## src/rtl/ladder_pkg.sv

```systemverilog
package ladder_pkg;

    parameter int N_IN       = 8;
    parameter int N_OUT      = 8;
    parameter int N_FLAG     = 16;
    parameter int PROG_DEPTH = 32;

    localparam int N_BITS   = N_IN + N_OUT + N_FLAG;
    localparam int ADDR_W   = $clog2(N_BITS);
    localparam int OP_W     = 3;
    localparam int WORD_W   = OP_W + ADDR_W;
    localparam int PC_W     = $clog2(PROG_DEPTH);
    localparam int LEN_W    = PC_W + 1;
    localparam int OUT_BASE = N_IN;

    typedef enum logic [OP_W-1:0] {
        OP_CLOSED   = 3'd0,
        OP_OPEN     = 3'd1,
        OP_BR_OPEN  = 3'd2,
        OP_BR_NEXT  = 3'd3,
        OP_BR_CLOSE = 3'd4,
        OP_ENERGIZE = 3'd5,
        OP_LATCH    = 3'd6,
        OP_UNLATCH  = 3'd7
    } opcode_t;

    typedef enum logic [1:0] {
        PH_IDLE = 2'd0,
        PH_SNAP = 2'd1,
        PH_EXEC = 2'd2,
        PH_COPY = 2'd3
    } phase_t;

    typedef struct packed {
        opcode_t             op;
        logic [ADDR_W-1:0]   addr;
    } instr_t;

    typedef struct packed {
        logic                en;
        logic [ADDR_W-1:0]   addr;
        logic                val;
    } wr_req_t;

    function automatic instr_t decode_word(input logic [WORD_W-1:0] w);
        instr_t r;
        r.op   = opcode_t'(w[WORD_W-1 -: OP_W]);
        r.addr = w[ADDR_W-1:0];
        return r;
    endfunction

    function automatic logic is_coil(input opcode_t op);
        return (op == OP_ENERGIZE) || (op == OP_LATCH) || (op == OP_UNLATCH);
    endfunction

endpackage

```

## src/rtl/ladder_prog_mem.sv

```systemverilog
module ladder_prog_mem
    import ladder_pkg::*;
(
    input  logic              clk,
    input  logic              we,
    input  logic [PC_W-1:0]   waddr,
    input  logic [WORD_W-1:0] wdata,
    input  logic [PC_W-1:0]   raddr,
    output logic [WORD_W-1:0] rdata
);

    logic [WORD_W-1:0] words [PROG_DEPTH];

    always_ff @(posedge clk) begin
        if (we) begin
            words[waddr] <= wdata;
        end
    end

    assign rdata = words[raddr];

endmodule

```

## src/rtl/ladder_bit_image.sv

```systemverilog
module ladder_bit_image
    import ladder_pkg::*;
(
    input  logic              clk,
    input  logic              rst,
    input  logic              snap_en,
    input  logic [N_IN-1:0]   in_term,
    input  wr_req_t           wr,
    input  logic [ADDR_W-1:0] raddr,
    output logic              rdata,
    output logic [N_OUT-1:0]  out_img,
    output logic [N_BITS-1:0] image
);

    for (genvar i = 0; i < N_BITS; i++) begin : g_bit
        logic b_q;
        logic hit;
        assign hit = wr.en && (wr.addr == ADDR_W'(i));
        if (i < N_IN) begin : g_input
            always_ff @(posedge clk) begin
                if (rst) begin
                    b_q <= 1'b0;
                end else if (snap_en) begin
                    b_q <= in_term[i];
                end else if (hit) begin
                    b_q <= wr.val;
                end
            end
        end else begin : g_store
            always_ff @(posedge clk) begin
                if (rst) begin
                    b_q <= 1'b0;
                end else if (hit) begin
                    b_q <= wr.val;
                end
            end
        end
        assign image[i] = b_q;
    end

    assign rdata   = image[raddr];
    assign out_img = image[OUT_BASE +: N_OUT];

endmodule

```

## src/rtl/ladder_rung_eval.sv

```systemverilog
module ladder_rung_eval
    import ladder_pkg::*;
(
    input  logic    clk,
    input  logic    rst,
    input  logic    scan_start,
    input  logic    exec_en,
    input  instr_t  instr,
    input  logic    bit_val,
    output logic    rung_val,
    output wr_req_t wr
);

    logic acc_q, acc_d;
    logic base_q, base_d;
    logic orv_q, orv_d;
    logic contact;

    assign contact  = (instr.op == OP_OPEN) ? ~bit_val : bit_val;
    assign rung_val = acc_q;

    always_comb begin
        acc_d  = acc_q;
        base_d = base_q;
        orv_d  = orv_q;
        unique case (instr.op)
            OP_CLOSED, OP_OPEN: acc_d = acc_q & contact;
            OP_BR_OPEN: begin
                base_d = acc_q;
                orv_d  = 1'b0;
            end
            OP_BR_NEXT: begin
                orv_d = orv_q | acc_q;
                acc_d = base_q;
            end
            OP_BR_CLOSE: acc_d = orv_q | acc_q;
            default: acc_d = 1'b1;
        endcase
    end

    always_comb begin
        wr.addr = instr.addr;
        wr.en   = 1'b0;
        wr.val  = 1'b0;
        if (exec_en) begin
            unique case (instr.op)
                OP_ENERGIZE: begin
                    wr.en  = 1'b1;
                    wr.val = acc_q;
                end
                OP_LATCH: begin
                    wr.en  = acc_q;
                    wr.val = 1'b1;
                end
                OP_UNLATCH: begin
                    wr.en  = acc_q;
                    wr.val = 1'b0;
                end
                default: wr.en = 1'b0;
            endcase
        end
    end

    always_ff @(posedge clk) begin
        if (rst || scan_start) begin
            acc_q  <= 1'b1;
            base_q <= 1'b1;
            orv_q  <= 1'b0;
        end else if (exec_en) begin
            acc_q  <= acc_d;
            base_q <= base_d;
            orv_q  <= orv_d;
        end
    end

endmodule

```

## src/rtl/ladder_scan_engine.sv

```systemverilog
module ladder_scan_engine
    import ladder_pkg::*;
(
    input  logic              clk,
    input  logic              rst,
    input  logic              run,
    input  logic [N_IN-1:0]   in_term,
    output logic [N_OUT-1:0]  out_term,
    output logic              scan_done,
    input  logic              prog_we,
    input  logic [PC_W-1:0]   prog_waddr,
    input  logic [WORD_W-1:0] prog_wdata,
    input  logic [LEN_W-1:0]  prog_len
);

    phase_t              phase_q;
    logic [PC_W-1:0]     pc_q;
    logic [WORD_W-1:0]   word;
    instr_t              instr;
    logic                bit_val;
    logic                rung_val;
    wr_req_t             wr_req;
    logic [N_OUT-1:0]    out_img;
    logic [N_BITS-1:0]   image;
    logic                exec_en;
    logic                snap_en;
    logic                last_word;

    assign exec_en   = (phase_q == PH_EXEC);
    assign snap_en   = (phase_q == PH_SNAP);
    assign instr     = decode_word(word);
    assign last_word = (({1'b0, pc_q} + LEN_W'(1)) == prog_len);

    ladder_prog_mem u_prog (
        .clk   (clk),
        .we    (prog_we),
        .waddr (prog_waddr),
        .wdata (prog_wdata),
        .raddr (pc_q),
        .rdata (word)
    );

    ladder_bit_image u_img (
        .clk     (clk),
        .rst     (rst),
        .snap_en (snap_en),
        .in_term (in_term),
        .wr      (wr_req),
        .raddr   (instr.addr),
        .rdata   (bit_val),
        .out_img (out_img),
        .image   (image)
    );

    ladder_rung_eval u_eval (
        .clk        (clk),
        .rst        (rst),
        .scan_start (snap_en),
        .exec_en    (exec_en),
        .instr      (instr),
        .bit_val    (bit_val),
        .rung_val   (rung_val),
        .wr         (wr_req)
    );

    always_ff @(posedge clk) begin
        if (rst) begin
            phase_q   <= PH_IDLE;
            pc_q      <= '0;
            out_term  <= '0;
            scan_done <= 1'b0;
        end else begin
            scan_done <= 1'b0;
            unique case (phase_q)
                PH_IDLE: begin
                    if (run) begin
                        phase_q <= PH_SNAP;
                    end
                end
                PH_SNAP: begin
                    pc_q    <= '0;
                    phase_q <= (prog_len == '0) ? PH_COPY : PH_EXEC;
                end
                PH_EXEC: begin
                    pc_q <= pc_q + PC_W'(1);
                    if (last_word) begin
                        phase_q <= PH_COPY;
                    end
                end
                PH_COPY: begin
                    out_term  <= out_img;
                    scan_done <= 1'b1;
                    phase_q   <= run ? PH_SNAP : PH_IDLE;
                end
                default: phase_q <= PH_IDLE;
            endcase
        end
    end

endmodule

```

## config.mk

```make
export PLATFORM = sky130hd
export DESIGN_NAME = ladder_scan_engine
export DESIGN_NICKNAME = d
export VERILOG_FILES = /design/src/rtl/ladder_pkg.sv /design/src/rtl/ladder_prog_mem.sv /design/src/rtl/ladder_bit_image.sv /design/src/rtl/ladder_rung_eval.sv /design/src/rtl/ladder_scan_engine.sv
export SDC_FILE = /design/constraint.sdc
export NUM_CORES = 1
export LEC_CHECK = 0
export BUFFER_PORTS_ARGS = -buffer_cell sky130_fd_sc_hd__buf_2
export CELL_PAD_IN_SITES_DETAIL_PLACEMENT = 0
export CELL_PAD_IN_SITES_GLOBAL_PLACEMENT = 1
export CORE_AREA = 5 5 171 173
export DETAILED_ROUTE_END_ITERATION = 10
export DIE_AREA = 0 0 176 178
export GPL_ROUTABILITY_DRIVEN = 1
export PLACE_DENSITY_LB_ADDON = 0.12
export SKIP_LAST_GASP = 1
export SLEW_MARGIN = 20
export SYNTH_ARGS = -nofsm -noshare
export SYNTH_HDL_FRONTEND = slang
export SYNTH_SLANG_ARGS = --single-unit
```

## constraint.sdc

```tcl
create_clock -name clk -period 3.4 [get_ports clk]
set_clock_uncertainty 0.1 [all_clocks]
set_input_delay 0.17 -clock clk [delete_from_list [all_inputs] [get_ports clk]]
set_output_delay 0.17 -clock clk [all_outputs]
set_load 0.005 [all_outputs]
```

==> results_dict.tcl, run 1 <==
set metrics [dict create \
    rsz0062_at_grt "true" \
    grtUsageTotal 0.190 \
    core_sq_um 27500 \
    hold_violations 0 \
    clk_pin_slew_ns 0.06 \
    path_delay_family "multiplexers" \
    synthTopCellsByArea "edfxtp_1 59%, mux4_2 11%, dfxtp_1 8.6%" \
    grt_pass1_wl_um 45100 \
    min_from "run" \
    clockBufferDepth 3 \
    drv_slew 0 \
    vias 7385 \
    regToRegEndpoint "u_eval.rung_val$_SDFFE_PP1P_" \
    ys_types 50 \
    whs_endpoint "phase_q[0]$_SDFFE_PP0P_" \
    dr.pass1.iters 5 \
    pin_count 40 \
    p_per_area_nw_per_um2 582 \
    min_period_over_period 0.986 \
    grt_pass1_vias 7545 \
    required_ns 3.68 \
    worst_pin_slew_ns 1.11 \
    fillers 2133 \
    reg2regPathDepth 11 \
    avgSynthCellArea_sq_um 16.1 \
    max_clock_freq_ghz 0.298 \
    fin_nets 959 \
    clkLatencyLatePin_ns 0.52 \
    routed_via_density 5.71 \
    p_leak_nw 5.08 \
    synth-seq-cells 312 \
    hold_path.class "in2reg" \
    synthArstFlopShare 0 \
    wl_per_cell_um 23.1 \
    htree_levels 2 \
    ant_nets 0 \
    crit_buf_inv 2 \
    worstSetupStartpointType "flip-flop" \
    r2r_setup_slack_ns 0.05 \
    hpwlAfterDp_um 19300 \
    fp.dieH_um 178 \
    totalWireLength_um 29900 \
    slew_headroom 0.257 \
    finalNonFillerCells 1294 \
    overflow 0 \
    status "complete, no violations" \
    synth_nets 845 \
    num_rows 61 \
    path_cells "buf_12 -> mux4_2 -> mux4_2 -> mux2i_4 -> buf_6 -> nor2_4 -> nand3_2 -> nand4_1 -> a22oi_2 -> a31oi_1 -> or4b_1" \
    worst_hold_slack_ns 0.0370 \
    cp_slowest_cell "mux4_2" \
    yosysTopAreaCell "edfxtp_1" \
    placed_cells 1192 \
    cp-end-kind "flip-flop" \
    synthToLayoutAreaGrowth_pct 19.5 \
    cts-buffers-inserted 35 \
    period_needed_ns 3.35 \
    cts-root-buf "clkbuf_16" \
    ir_drop_v 0.000413 \
    drive_gt1_frac 0.291 \
    cp_common_cell "mux4_2" \
    io_buffer_count 39 \
    syn_area_sq_um 13000 \
    synth_top_area_frac 0.590 \
    whs_path_depth 3 \
    layout_common_cells "256 x edfxtp_1, 68 x nor2_1, 64 x mux4_2, 58 x nand2_1, 53 x dfxtp_1" \
    synth-seq-area-share 0.676 \
    die_area_sq_um 31300 \
    cts_tree "done" \
    drcViolationCount 0 \
    final_common_cell "edfxtp_1" \
    multi_input_area_sq_um 4120 \
    worstPathMaxFanout 6 \
    initial_core_util 0.474 \
    synth_ff_type "edfxtp_1" \
    crit_arrival_ns 3.63 \
    ff_latch_area_sq_um 8820 \
    maxCapViolations 0 \
    diodes 0 \
    gp_congestion 0.798 \
    grt_start_max_net_pins 50 \
    yosysWarningCount 0 \
    setup_viol 0 \
    antenna_found_initial 1 \
    drtIter0Drc 527 \
    syn_inst 808 \
    synth_edf_count 256 \
    crit_type "reg2reg" \
    max_stage_delay_ns 0.52 \
    clkSinkCount 312 \
    die_w_um 176 \
]
cells in the mapped netlist (4+ instances only):
cell       number
ha_1            6
nand2b_1        6
nand3b_1        6
xnor2_1         4
edfxtp_1      256
nor3_1          4
nor2b_1         6
a211oi_1       11
nor2_1         71
a2111oi_2       8
buf_6           7
mux2i_1        45
and2_1          4
nand3_1        42
and3_1         11
buf_2           4
mux2_2          4
mux4_2         63
clkbuf_1       19
nor2_2          6
dfxtp_1        56
a21oi_1        28
xor2_1          5
mux4_1          5
a22oi_1        10
inv_1          13
nand2_1        58
o21ai_0         9
worst max path at each step:
stage	start	end	slack (ns)	depth (start not counted)
after CTS	flip-flop	u_eval.rung_val$_SDFFE_PP1P_	0.0009	14
after detailed placement	flip-flop	u_eval.rung_val$_SDFFE_PP1P_	-0.11	10
final	flip-flop	u_eval.rung_val$_SDFFE_PP1P_	0.05	11
after global placement	flip-flop	u_eval.rung_val$_SDFFE_PP1P_	-0.06	10
after global routing	flip-flop	u_eval.rung_val$_SDFFE_PP1P_	-0.07	11
after floorplan	flip-flop	u_eval.rung_val$_SDFFE_PP1P_	0.21	11
metrics by stage:
stage / instance area [sq um] / utilization / power, W / worst slack (ns) / TNS, ns
after detailed placement: 13800 / 0.502 / 0.00526 / -0.114 / -0.217
after floorplan: 13000 / - / 0.00496 / 0.211 / 0
after CTS: 15100 / 0.549 / 0.00904 / 0.000945 / 0
after global routing: 15600 / 0.567 / 0.00939 / -0.0660 / -0.611
final: 15600 / 0.567 / 0.00907 / 0.0490 / 0
after global placement: 13800 / 0.502 / 0.00524 / -0.0613 / -0.0613
power breakdown:
group / internal (W) / switching (W)
Combinational: 0.000467 / 0.000556
Sequential: 0.00423 / 0.0000597
Clock: 0.00228 / 0.00148
cells by family (layout without fill, tap and decap cells):
| group | after synthesis | after routing | synth area share |
|---|---|---|---|
| flops | 312 | 312 | 0.676 |
| simple gates | 231 | 231 | 0.0844 |
| buf+inv | 52 | 192 | 0.0220 |
| compound gates | 77 | 77 | 0.0424 |
| xor+xnor | 9 | 9 | 0.00605 |
| fa+ha+maj | 6 | 6 | 0.00576 |
| mux | 121 | 121 | 0.163 |
sequential cells by signal, indices dropped and copies added, names as in the netlist, named ones only:
signal / cells
out_term: 8
pc_q: 5
phase_q: 2
scan_done: 1
u_eval.base_q: 1
u_eval.orv_q: 1
u_eval.rung_val: 1
u_img.g_bit.b_q: 32
u_prog.words: 256
area by class of cell:
class / count / area share
tap: 346 / 0.0278
timing repair buffer: 115 / 0.0646
multi-input combinational: 444 / 0.264
clock inverter: 23 / 0.0163
inverter: 14 / 0.00337
sequential: 312 / 0.566
clock buffer: 40 / 0.0574
worst register-to-register path: cells and delay by family, from the launching register on:
| family | cells | cell delay (ns) |
|---|---|---|
| AND/OR/NAND/NOR | 4 | 0.79 |
| multiplexers | 3 | 1.33 |
| buffers and inverters | 2 | 0.30 |
| flip-flops | 1 | 0.36 |
| AO/OA/AOI/OAI | 2 | 0.34 |
repair_timing:
action	in CTS	in global routing
hold buffers	11	0
pin swaps	1	19
hold endpoints to repair	9	0
resized for setup	1	43
gates cloned	0	4
endpoints found under the setup margin	9	31
buffers inserted	4	21
per-layer routing:
metal  vias up  global-route usage  routed length [um]
li1       3387                   -                   -
met3        49              0.0318                1540
met2       185               0.329               15000
met4         0              0.0406                 588
met1      3764               0.255               12700
met5         -                   0                   0
Power figures use the tool's default switching activity.
==> run 2: changes to the inputs <==
--- a/config.mk
+++ b/config.mk
@@ -8,9 +8,9 @@
 export BUFFER_PORTS_ARGS = -buffer_cell sky130_fd_sc_hd__buf_2
 export CELL_PAD_IN_SITES_DETAIL_PLACEMENT = 0
 export CELL_PAD_IN_SITES_GLOBAL_PLACEMENT = 1
-export CORE_AREA = 5 5 171 173
+export CORE_AREA = 5 5 163 165
 export DETAILED_ROUTE_END_ITERATION = 10
-export DIE_AREA = 0 0 176 178
+export DIE_AREA = 0 0 168 170
 export GPL_ROUTABILITY_DRIVEN = 1
 export PLACE_DENSITY_LB_ADDON = 0.12
 export SKIP_LAST_GASP = 1
==> constraint.sdc (replaced) <==
create_clock -name clk -period 3.75 [get_ports clk]
set_clock_uncertainty 0.1 [all_clocks]
set_input_delay 0.1875 -clock clk [delete_from_list [all_inputs] [get_ports clk]]
set_output_delay 0.1875 -clock clk [all_outputs]
set_load 0.005 [all_outputs]
==> results_dict.tcl, run 2 (synthesis results as in run 1) <==
set metrics [dict create \
    required_ns 4.03 \
    htree_levels 2 \
    clkSinkCount 312 \
    worst_pin_slew_ns 1.03 \
    hold_path.class "in2reg" \
    die_area_sq_um 28600 \
    core_sq_um 24900 \
    grt_pass1_wl_um 44100 \
    worstPathMaxFanout 15 \
    setup_viol 0 \
    whs_endpoint "phase_q[0]$_SDFFE_PP0P_" \
    finalNonFillerCells 1230 \
    diodes 0 \
    p_leak_nw 4.75 \
    die_w_um 168 \
    cts-buffers-inserted 34 \
    final_common_cell "edfxtp_1" \
    period_needed_ns 3.53 \
    slew_headroom 0.309 \
    reg2regPathDepth 10 \
    cts_tree "done" \
    worst_hold_slack_ns 0.0212 \
    hpwlAfterDp_um 18700 \
    fin_nets 917 \
    crit_type "reg2reg" \
    initial_core_util 0.523 \
    vias 7273 \
    reg.largest.list "u_prog.words: 256 flops, u_img.g_bit.b_q: 32 flops, out_term: 8 flops" \
    p_per_area_nw_per_um2 528 \
    num_rows 58 \
    cts-root-buf "clkbuf_16" \
    clk_pin_slew_ns 0.06 \
    ir_drop_v 0.000439 \
    post_cts_buffers 0 \
    overflow 0 \
    wl_per_cell_um 23.2 \
    ant_nets 0 \
    synthToLayoutAreaGrowth_pct 13.6 \
    pin_count 40 \
    whs_path_depth 3 \
    rsz0062_at_grt "false" \
    clkLatencyLatePin_ns 0.50 \
    fillers 1869 \
    drcViolationCount 0 \
    drive_gt1_frac 0.233 \
    regToRegEndpoint "u_eval.rung_val$_SDFFE_PP1P_" \
    status "complete, no violations" \
    placed_cells 1163 \
    cp-end-kind "flip-flop" \
    r2r_setup_slack_ns 0.22 \
    gp_congestion 0.806 \
    crit_arrival_ns 3.81 \
    hold_violations 0 \
    fin_tns_setup_ns 0 \
    maxCapViolations 0 \
    antenna_found_initial 0 \
    clockBufferDepth 3 \
    grtUsageTotal 0.201 \
    top_register "u_prog.words" \
    min_from "run" \
    io_buffer_count 39 \
    layout_common_cells "256 x edfxtp_1, 71 x nor2_1, 63 x mux4_2, 58 x nand2_1, 53 x dfxtp_1" \
    min_period_over_period 0.941 \
    dr.pass1.iters 7 \
    worstSetupStartpointType "flip-flop" \
    grt_pass1_vias 7435 \
    routed_via_density 5.91 \
    drtIter0Drc 519 \
    max_clock_freq_ghz 0.284 \
    fp.dieH_um 170 \
    totalWireLength_um 28500 \
    p_total_w 0.00781 \
    largest_reg_flops 256 \
    grt_start_max_net_pins 50 \
    drv_slew 0 \
]
[run 2: cell types whose count changed in the layout (fill, tap and decap cells not counted), moves of 4 or more]
cell,delta
and3_4,-4
buf_4,-27
and3_1,+4
buf_12,-5
bufinv_16,-5
clkinv_1,-6
clkbuf_8,+6
[run 2: layout make-up]
class                           instances  area [sq um]  share of cell area
Timing Repair Buffer                   74           523              0.0353
Inverter                               14          52.6             0.00355
Clock inverter                          7          45.0             0.00304
Sequential cell                       312          8810               0.596
Clock buffer                           49          1010              0.0682
Multi-Input combinational cell        444          3940               0.266
Tap cell                              330           413              0.0279
[run 2: worst max-delay path by stage]
stage,cells after the start,endpoint,startpoint,slack [ns]
global route,11,u_eval.rung_val$_SDFFE_PP1P_,flip-flop,0.03
detailed placement,10,u_eval.rung_val$_SDFFE_PP1P_,flip-flop,0.22
global placement,10,u_eval.rung_val$_SDFFE_PP1P_,flip-flop,0.23
CTS,10,u_eval.rung_val$_SDFFE_PP1P_,flip-flop,0.21
finish,10,u_eval.rung_val$_SDFFE_PP1P_,flip-flop,0.22
floorplan,11,u_eval.rung_val$_SDFFE_PP1P_,flip-flop,0.56
[run 2: report_power, final]
| group | internal, W | leakage, nW | switching [W] |
|---|---|---|---|
| registers | 0.00383 | 2.76 | 0.0000488 |
| clock network | 0.00187 | 0.518 | 0.00127 |
| logic | 0.000334 | 1.47 | 0.000452 |
| total | 0.00603 | 4.75 | 0.00177 |
[run 2: repair_timing]
| item | 4_1_cts | 5_1_grt |
|---|---|---|
| endpoints found under the hold margin | 9 | 0 |
| endpoints found under the setup margin | 0 | 1 |
| hold buffers | 11 | 0 |
| gates resized for setup | 0 | 1 |
[run 2: worst max-delay path: stages, from the launching register on]
cell and delay, ns:
dfxtp_4 0.48, buf_12 0.20, mux4_2 0.54, mux4_2 0.53
mux2i_4 0.28, inv_2 0.10, nor2_2 0.21, a22oi_1 0.14
a211o_1 0.30, nand4_1 0.09, or4b_1 0.42
[run 2: per-layer routing]
layer	vias to the layer above	track usage	wire length [um]
met3	41	0.0409	1790
met4	0	0.0455	449
li1	3300	-	-
met1	3677	0.282	12400
met2	255	0.329	13900
met5	-	0	0
[run 2: per-stage QoR]
| stage | setup WS [ns] | cell area, sq um | utilization |
|---|---|---|---|
| floorplan | 0.561 | 13000 | - |
| global route | 0.0300 | 14800 | 0.594 |
| finish | 0.223 | 14800 | 0.594 |
| detailed placement | 0.217 | 13600 | 0.547 |
| global placement | 0.230 | 13600 | 0.547 |
| CTS | 0.206 | 14800 | 0.594 |
